**config.mk**
```make
export PLATFORM = sky130hd
export DESIGN_NAME = gpio_mux_ctrl
export DESIGN_NICKNAME = d
export VERILOG_FILES = /design/src/rtl/gpio_mux_pkg.sv /design/src/rtl/gpio_regs.sv /design/src/rtl/gpio_pinmux.sv /design/src/rtl/gpio_irq.sv /design/src/rtl/gpio_mux_ctrl.sv
export SDC_FILE = /design/constraint.sdc
export NUM_CORES = 1
export LEC_CHECK = 0
export BUFFER_PORTS_ARGS = -buffer_cell sky130_fd_sc_hd__clkbuf_2
export CORE_AREA = 2 2 104 106
export CTS_CLUSTER_DIAMETER = 150
export CTS_CLUSTER_SIZE = 12
export DETAILED_ROUTE_END_ITERATION = 16
export DIE_AREA = 0 0 106 108
export PLACE_DENSITY = 0.65
export SLEW_MARGIN = 40
export SYNTH_ARGS = -nofsm -noshare
export SYNTH_HDL_FRONTEND = slang
export SYNTH_SLANG_ARGS = --single-unit
export TNS_END_PERCENT = 50
```
**constraint.sdc**
```tcl
create_clock -name clk -period 2.1 [get_ports clk]
set_input_delay 0.105 -clock clk [delete_from_list [all_inputs] [get_ports clk]]
set_output_delay 0.105 -clock clk [all_outputs]
set_load 0.03 [all_outputs]
```
**src/rtl/gpio_mux_pkg.sv**
```systemverilog
package gpio_mux_pkg;
  localparam int unsigned AW = 16;
  localparam int unsigned DW = 16;

  localparam logic [AW-1:0] A_CTRL   = 16'hC006;
  localparam logic [AW-1:0] A_GIE    = 16'hC00C;
  localparam logic [AW-1:0] A_IRQC   = 16'hC00E;
  localparam logic [AW-1:0] A_STAT   = 16'hC010;
  localparam logic [AW-1:0] A_OUT0   = 16'hC01E;
  localparam logic [AW-1:0] A_IN0    = 16'hC020;
  localparam logic [AW-1:0] A_DIR0   = 16'hC022;
  localparam logic [AW-1:0] A_OUT1   = 16'hC024;
  localparam logic [AW-1:0] A_IN1    = 16'hC026;
  localparam logic [AW-1:0] A_DIR1   = 16'hC028;

  localparam int unsigned B_HSS_EN  = 7;
  localparam int unsigned B_SS_MOVE = 6;
  localparam int unsigned B_SPI_EN  = 5;
  localparam int unsigned B_IRQ_EN  = 0;
  localparam int unsigned B_IRQ_RISE = 1;
  localparam int unsigned B_GIE_GPIO = 4;
  localparam int unsigned B_PEND    = 0;

  typedef struct packed {
    logic hss_en;
    logic ss_move;
    logic spi_en;
  } mux_cfg_t;

  typedef struct packed {
    logic rise;
    logic en;
  } irq_cfg_t;

  typedef enum logic [1:0] {
    OWN_GPIO = 2'd0,
    OWN_HSS  = 2'd1,
    OWN_SPI  = 2'd2,
    OWN_SSIN = 2'd3
  } pin_owner_e;
endpackage

```
**src/rtl/gpio_regs.sv**
```systemverilog
module gpio_regs
  import gpio_mux_pkg::*;
#(
  parameter int unsigned B0W = 16,
  parameter int unsigned B1W = 13
) (
  input  logic           clk,
  input  logic           rst_n,
  input  logic           bus_en,
  input  logic           bus_we,
  input  logic [AW-1:0]  bus_addr,
  input  logic [DW-1:0]  bus_wdata,
  output logic [DW-1:0]  bus_rdata,
  input  logic [B0W-1:0] pad_in0,
  input  logic [B1W-1:0] pad_in1,
  input  logic           pend,
  output logic [B0W-1:0] out0_q,
  output logic [B0W-1:0] dir0_q,
  output logic [B1W-1:0] out1_q,
  output logic [B1W-1:0] dir1_q,
  output mux_cfg_t       mux_q,
  output irq_cfg_t       irqc_q,
  output logic           gie_q,
  output logic           pend_clr
);
  localparam int unsigned PAD0 = DW - B0W;
  localparam int unsigned PAD1 = DW - B1W;

  logic wr;
  assign wr = bus_en && bus_we;

  always_ff @(posedge clk or negedge rst_n) begin
    if (!rst_n) begin
      out0_q <= '0;
      dir0_q <= '0;
      out1_q <= '0;
      dir1_q <= '0;
      mux_q  <= '0;
      irqc_q <= '0;
      gie_q  <= 1'b0;
    end else if (wr) begin
      case (bus_addr)
        A_OUT0: out0_q <= bus_wdata[B0W-1:0];
        A_DIR0: dir0_q <= bus_wdata[B0W-1:0];
        A_OUT1: out1_q <= bus_wdata[B1W-1:0];
        A_DIR1: dir1_q <= bus_wdata[B1W-1:0];
        A_CTRL: begin
          mux_q.hss_en  <= bus_wdata[B_HSS_EN];
          mux_q.ss_move <= bus_wdata[B_SS_MOVE];
          mux_q.spi_en  <= bus_wdata[B_SPI_EN];
        end
        A_IRQC: begin
          irqc_q.rise <= bus_wdata[B_IRQ_RISE];
          irqc_q.en   <= bus_wdata[B_IRQ_EN];
        end
        A_GIE:  gie_q <= bus_wdata[B_GIE_GPIO];
        default: ;
      endcase
    end
  end

  assign pend_clr = wr && (bus_addr == A_STAT) && bus_wdata[B_PEND];

  always_comb begin
    bus_rdata = '0;
    if (bus_en) begin
      case (bus_addr)
        A_OUT0: bus_rdata = {{PAD0{1'b0}}, out0_q};
        A_DIR0: bus_rdata = {{PAD0{1'b0}}, dir0_q};
        A_IN0:  bus_rdata = {{PAD0{1'b0}}, pad_in0};
        A_OUT1: bus_rdata = {{PAD1{1'b0}}, out1_q};
        A_DIR1: bus_rdata = {{PAD1{1'b0}}, dir1_q};
        A_IN1:  bus_rdata = {{PAD1{1'b0}}, pad_in1};
        A_CTRL: begin
          bus_rdata[B_HSS_EN]  = mux_q.hss_en;
          bus_rdata[B_SS_MOVE] = mux_q.ss_move;
          bus_rdata[B_SPI_EN]  = mux_q.spi_en;
        end
        A_IRQC: begin
          bus_rdata[B_IRQ_RISE] = irqc_q.rise;
          bus_rdata[B_IRQ_EN]   = irqc_q.en;
        end
        A_GIE:  bus_rdata[B_GIE_GPIO] = gie_q;
        A_STAT: bus_rdata[B_PEND] = pend;
        default: bus_rdata = '0;
      endcase
    end
  end
endmodule

```
**src/rtl/gpio_pinmux.sv**
```systemverilog
module gpio_pinmux
  import gpio_mux_pkg::*;
#(
  parameter int unsigned NPIN    = 16,
  parameter int unsigned GW      = 4,
  parameter int unsigned HSS_LSB = 12,
  parameter int unsigned SPI_LSB = 8,
  parameter int unsigned SS_PIN  = 15
) (
  input  mux_cfg_t        cfg,
  input  logic [NPIN-1:0] gpio_out,
  input  logic [NPIN-1:0] gpio_dir,
  input  logic [NPIN-1:0] pad_in,
  output logic [NPIN-1:0] pad_out,
  output logic [NPIN-1:0] pad_oe,
  input  logic [GW-1:0]   hss_out,
  input  logic [GW-1:0]   hss_oe,
  output logic [GW-1:0]   hss_in,
  input  logic [GW-1:0]   spi_out,
  input  logic [GW-1:0]   spi_oe,
  output logic [GW-1:0]   spi_in
);
  localparam int unsigned HSS_MSB = HSS_LSB + GW - 1;
  localparam int unsigned SPI_MSB = SPI_LSB + GW - 1;
  localparam int unsigned EXT     = NPIN - GW;

  logic [NPIN-1:0] hss_o_w, hss_e_w, spi_o_w, spi_e_w;
  assign hss_o_w = {{EXT{1'b0}}, hss_out} << HSS_LSB;
  assign hss_e_w = {{EXT{1'b0}}, hss_oe}  << HSS_LSB;
  assign spi_o_w = {{EXT{1'b0}}, spi_out} << SPI_LSB;
  assign spi_e_w = {{EXT{1'b0}}, spi_oe}  << SPI_LSB;

  logic ss_moved;
  assign ss_moved = cfg.spi_en && cfg.ss_move;

  pin_owner_e owner [NPIN];

  for (genvar p = 0; p < NPIN; p++) begin : g_pin
    localparam bit IN_HSS = (p >= HSS_LSB) && (p <= HSS_MSB);
    localparam bit IN_SPI = (p >= SPI_LSB) && (p <= SPI_MSB);
    localparam bit IS_SS  = (p == SS_PIN);
    localparam bit IS_SS0 = (p == SPI_LSB);

    always_comb begin
      owner[p] = OWN_GPIO;
      if (IS_SS && ss_moved)
        owner[p] = OWN_SSIN;
      else if (IS_SS0 && ss_moved)
        owner[p] = OWN_GPIO;
      else if (IN_HSS && cfg.hss_en)
        owner[p] = OWN_HSS;
      else if (IN_SPI && cfg.spi_en)
        owner[p] = OWN_SPI;
    end

    always_comb begin
      case (owner[p])
        OWN_HSS: begin
          pad_out[p] = hss_o_w[p];
          pad_oe[p]  = hss_e_w[p];
        end
        OWN_SPI: begin
          pad_out[p] = spi_o_w[p];
          pad_oe[p]  = spi_e_w[p];
        end
        OWN_SSIN: begin
          pad_out[p] = 1'b0;
          pad_oe[p]  = 1'b0;
        end
        default: begin
          pad_out[p] = gpio_out[p];
          pad_oe[p]  = gpio_dir[p];
        end
      endcase
    end
  end

  for (genvar i = 0; i < GW; i++) begin : g_periph_in
    assign hss_in[i] = (owner[HSS_LSB+i] == OWN_HSS) ? pad_in[HSS_LSB+i] : 1'b0;
    if (i == 0) begin : g_ss
      assign spi_in[i] = ss_moved ? pad_in[SS_PIN] :
                         (owner[SPI_LSB] == OWN_SPI) ? pad_in[SPI_LSB] : 1'b0;
    end else begin : g_data
      assign spi_in[i] = (owner[SPI_LSB+i] == OWN_SPI) ? pad_in[SPI_LSB+i] : 1'b0;
    end
  end
endmodule

```
**src/rtl/gpio_irq.sv**
```systemverilog
module gpio_irq #(
  parameter int unsigned SYNC = 2
) (
  input  logic clk,
  input  logic rst_n,
  input  logic irq_pin,
  input  logic rise_sel,
  input  logic local_en,
  input  logic global_en,
  input  logic clr,
  output logic pend_o,
  output logic irq_o
);
  logic [SYNC-1:0] sync_q;
  logic            prev_q;
  logic            pend_q;
  logic            lvl, hit;

  always_ff @(posedge clk or negedge rst_n) begin
    if (!rst_n) sync_q <= '0;
    else        sync_q <= {sync_q[SYNC-2:0], irq_pin};
  end

  assign lvl = sync_q[SYNC-1];

  always_ff @(posedge clk or negedge rst_n) begin
    if (!rst_n) prev_q <= 1'b0;
    else        prev_q <= lvl;
  end

  assign hit = local_en && (rise_sel ? (lvl && !prev_q) : (!lvl && prev_q));

  always_ff @(posedge clk or negedge rst_n) begin
    if (!rst_n)   pend_q <= 1'b0;
    else if (hit) pend_q <= 1'b1;
    else if (clr) pend_q <= 1'b0;
  end

  assign pend_o = pend_q;
  assign irq_o  = pend_q && local_en && global_en;
endmodule

```
**src/rtl/gpio_mux_ctrl.sv**
```systemverilog
module gpio_mux_ctrl
  import gpio_mux_pkg::*;
#(
  parameter int unsigned B1W = 13
) (
  input  logic           clk,
  input  logic           rst_n,
  input  logic           bus_en,
  input  logic           bus_we,
  input  logic [15:0]    bus_addr,
  input  logic [15:0]    bus_wdata,
  output logic [15:0]    bus_rdata,
  input  logic [15:0]    pad_in0,
  output logic [15:0]    pad_out0,
  output logic [15:0]    pad_oe0,
  input  logic [B1W-1:0] pad_in1,
  output logic [B1W-1:0] pad_out1,
  output logic [B1W-1:0] pad_oe1,
  input  logic [3:0]     hss_out,
  input  logic [3:0]     hss_oe,
  output logic [3:0]     hss_in,
  input  logic [3:0]     spi_out,
  input  logic [3:0]     spi_oe,
  output logic [3:0]     spi_in,
  input  logic           irq_pin,
  output logic           irq_req
);
  localparam int unsigned B0W = 16;

  logic [B0W-1:0] out0_q, dir0_q;
  logic [B1W-1:0] out1_q, dir1_q;
  mux_cfg_t       mux_q;
  irq_cfg_t       irqc_q;
  logic           gie_q, pend_q, pend_clr;

  gpio_regs #(.B0W(B0W), .B1W(B1W)) u_regs (
    .clk(clk), .rst_n(rst_n),
    .bus_en(bus_en), .bus_we(bus_we), .bus_addr(bus_addr),
    .bus_wdata(bus_wdata), .bus_rdata(bus_rdata),
    .pad_in0(pad_in0), .pad_in1(pad_in1), .pend(pend_q),
    .out0_q(out0_q), .dir0_q(dir0_q), .out1_q(out1_q), .dir1_q(dir1_q),
    .mux_q(mux_q), .irqc_q(irqc_q), .gie_q(gie_q), .pend_clr(pend_clr)
  );

  gpio_pinmux #(.NPIN(B0W), .GW(4), .HSS_LSB(12), .SPI_LSB(8), .SS_PIN(15)) u_mux (
    .cfg(mux_q), .gpio_out(out0_q), .gpio_dir(dir0_q), .pad_in(pad_in0),
    .pad_out(pad_out0), .pad_oe(pad_oe0),
    .hss_out(hss_out), .hss_oe(hss_oe), .hss_in(hss_in),
    .spi_out(spi_out), .spi_oe(spi_oe), .spi_in(spi_in)
  );

  assign pad_out1 = out1_q;
  assign pad_oe1  = dir1_q;

  gpio_irq #(.SYNC(2)) u_irq (
    .clk(clk), .rst_n(rst_n), .irq_pin(irq_pin),
    .rise_sel(irqc_q.rise), .local_en(irqc_q.en), .global_en(gie_q),
    .clr(pend_clr), .pend_o(pend_q), .irq_o(irq_req)
  );
endmodule

```
==> results.ini <==
[hold_path]
hold_path_startpoint=bus_wdata[15]
holdPathStages=2
hp-class=in -> reg
hold-path-endpoint=u_regs.out0_q[15]$_DFFE_PN0P_

[setup_path]
path_class=in -> out
crit_path_max_incr_delay_ns=0.55
crit_required_ns=2.00
r2r_start=u_regs.mux_q[2]$_DFFE_PN0P_
worst-path-buf-inv=3
reg2reg_depth=1
crit_fanout=7
r2r_slack_ns=1.08
crit_arrival_ns=1.91
crit_path_end_kind=primary output
path_delay_family=simple AND/OR/NAND/NOR gates
path_cells=clkbuf_2 -> nand2b_1 -> or4b_4 -> nor3_1 -> buf_4 -> nand2_1 -> a21oi_1 -> clkbuf_2
cpMostUsedCell=clkbuf_2
r2r-end=u_regs.mux_q[2]$_DFFE_PN0P_
cp-start-kind=primary input
crit_slowest_cell=or4b_4

[final_layout]
drive_gt1_share_pct=57.71
multi_input_area_um2=2126
seq_area_um2=1702
nFillCells=947
area_growth_pct=33.15
n_antenna_cell=0
fin_nets=602
design_area_um2=5363

[synth]
syn_nets=430
syn_area_per_cell_um2=11.57
yosysSeqAreaShare_pct=42.25
yosysTopAreaCellShare_pct=42.25
ys.flop_type=dfrtp_1
synth_edf_count=0
synth.area.top_cells=dfrtp_1 42%, mux2_2 18%, mux2_4 3.7%, a22oi_1 3.5%, buf_4 3.2%
ys_types=49
post-synth-top-area-cell=dfrtp_1
synth-seq-cells=68
synthesis.area_um2=4028
ys_warn_count=0
synthArstFlopShare_pct=100.0
synth_cells=348

[cts]
post-cts-setup-buffer-count=0
numCtsBuffers=9
clk_pin_slew_ns=0.06
numClockSinks=68
htree_levels=3
clockBufferDepth=2
insertion_delay_ns=0.35
cts_tree=yes
clock-root-buffer=clkbuf_8

[placed_design]
port_buffers=164
post_dp_cell_area_um2=5084
hpwl_um=9968
dp_slack_ns=0.07242
place.gp.congestion=0.8529

[floorplan]
ios=165
die_area_um2=11450
rows=37
die_height_um=108
start_util_pct=39.37
core_area_um2=10230
dieWidth_um=106

[timing]
setup_viol=0
relSlewSlack_pct=65.27
report.final.slew_viol_count=0
hold_viol_final=0
finClkSkew_ns=0.003188
worstMarginPinSlew_ns=0.5210
min_period_ns=2.019
final.period_utilization_pct=96.15
setup_tns_ns=0
fmax_mhz=495.2
timing.final.ws_setup_ns=0.08079
grt_setup_unrepaired=true

[pwr]
power.density_nw_per_um2=526.2
leakagePower_nw=2.660
vdd_drop_max_mv=0.2537

[detailed_routing]
drc=0
final_antenna_net_count=0
num_vias=3569
dr.pass1.iters=5
drt-total-wl_um=13020
via_per_inst=5.399
wl_per_cell_um=19.69
drt-initial-drc-count=223

[outcome]
status=finished, final reports clean

[run]
cap_violations=0

[grt]
grt_usage_pct=22.89
grt_pass1_wl_um=19710
grt_max_degree=30
globalRouteOverflowTotal=0
grt_pass1_vias=3630
antenna_found_initial=0

-- stage by stage --
stage	hold slack (ns)	instances	utilization (%)	power, mW
after floorplan	-0.1906	348	-	1.409
after detailed placement	0.1121	642	49.69	1.573
final	0.01712	661	52.42	2.822
after CTS	0.003138	661	52.29	2.835
after global routing	0.003969	661	52.42	2.914
after global placement	0.1044	642	49.69	1.573
-- flip-flops by register name, summed over array words and instances, names as in the netlist --
name / cells
u_regs.irqc_q: 2
u_irq.pend_o: 1
u_irq.prev_q: 1
u_irq.sync_q: 2
u_regs.out0_q: 16
u_regs.gie_q: 1
u_regs.mux_q: 3
u_regs.dir0_q: 16
u_regs.dir1_q: 13
u_regs.out1_q: 13
-- area by class of cell --
type | count | share of cell area, %
sequential | 68 | 31.73
tap | 136 | 3.173
timing repair buffer | 198 | 20.91
inverter | 2 | 0.1400
multi-input combinational | 241 | 39.64
clock inverter | 3 | 1.260
clock buffer | 13 | 3.150
-- repair_timing --
item                       4_1_cts  5_1_grt
hold buffers                     3        0
hold endpoints to repair        24        0
setup endpoints to repair        0        3
resized for setup                0        4
-- worst max path at each step --
stage / startpoint / to / cells after the start / slack (ns)
global route: bus_addr[4] / bus_rdata[10] / 8 / -0.003
finish: bus_addr[4] / bus_rdata[12] / 8 / 0.08
floorplan: bus_addr[4] / bus_rdata[10] / 5 / 0.17
detailed placement: bus_addr[7] / bus_rdata[4] / 7 / 0.07
global placement: bus_addr[7] / bus_rdata[12] / 8 / 0.11
CTS: bus_addr[7] / bus_rdata[4] / 7 / 0.07
-- synth_stat cells (7+ instances only) --
| master | n |
|---|---|
| buf_4 | 17 |
| a22oi_1 | 19 |
| a22o_1 | 8 |
| mux2_2 | 64 |
| nor2_1 | 10 |
| o22a_1 | 7 |
| a21oi_1 | 16 |
| and2_1 | 12 |
| dfrtp_1 | 68 |
| clkbuf_1 | 11 |
| mux2_4 | 10 |
| nand2_1 | 22 |
| nand3_1 | 7 |
-- cell usage in the layout, fill, tap and decap left out, types with 4 or more instances in the layout --
cell type and count:
o22a_1 7, clkbuf_2 162, mux4_2 5, nor2b_1 6, nor2_1 10, a22o_1 8
nand2_1 22, a2bb2oi_1 4, nand3_1 7, clkbuf_8 12, a22oi_1 19, and2_1 12
mux2_4 10, a21oi_1 16, mux2_1 4, buf_4 28, mux2_2 64, o21ai_0 4
dfrtp_1 68
-- power breakdown --
part	internal [mW]	switching, mW
registers	1.31	0.00161
clock network	0.767	0.501
logic	0.103	0.138
total	2.18	0.640
-- kinds of logic (layout without fill, tap and decap cells) --
kind of cell	after synthesis	in the layout	share of synthesized area, %
simple gates	85	85	13.14
flops	68	68	42.25
xor+xnor	1	1	0.2175
buf+inv	39	216	5.560
mux	86	86	26.28
compound gates	69	69	12.55
-- per-layer routing --
| layer | global-route usage, % | share of wire (%) | wire, um |
|---|---|---|---|
| met2 | 38.62 | 48 | 6273 |
| met1 | 29.46 | 43 | 5579 |
| met4 | 9.305 | 2.5 | 322 |
| met5 | 0 | 0 | 0 |
| met3 | 3.797 | 6.4 | 839 |
Power figures use the tool's default switching activity.
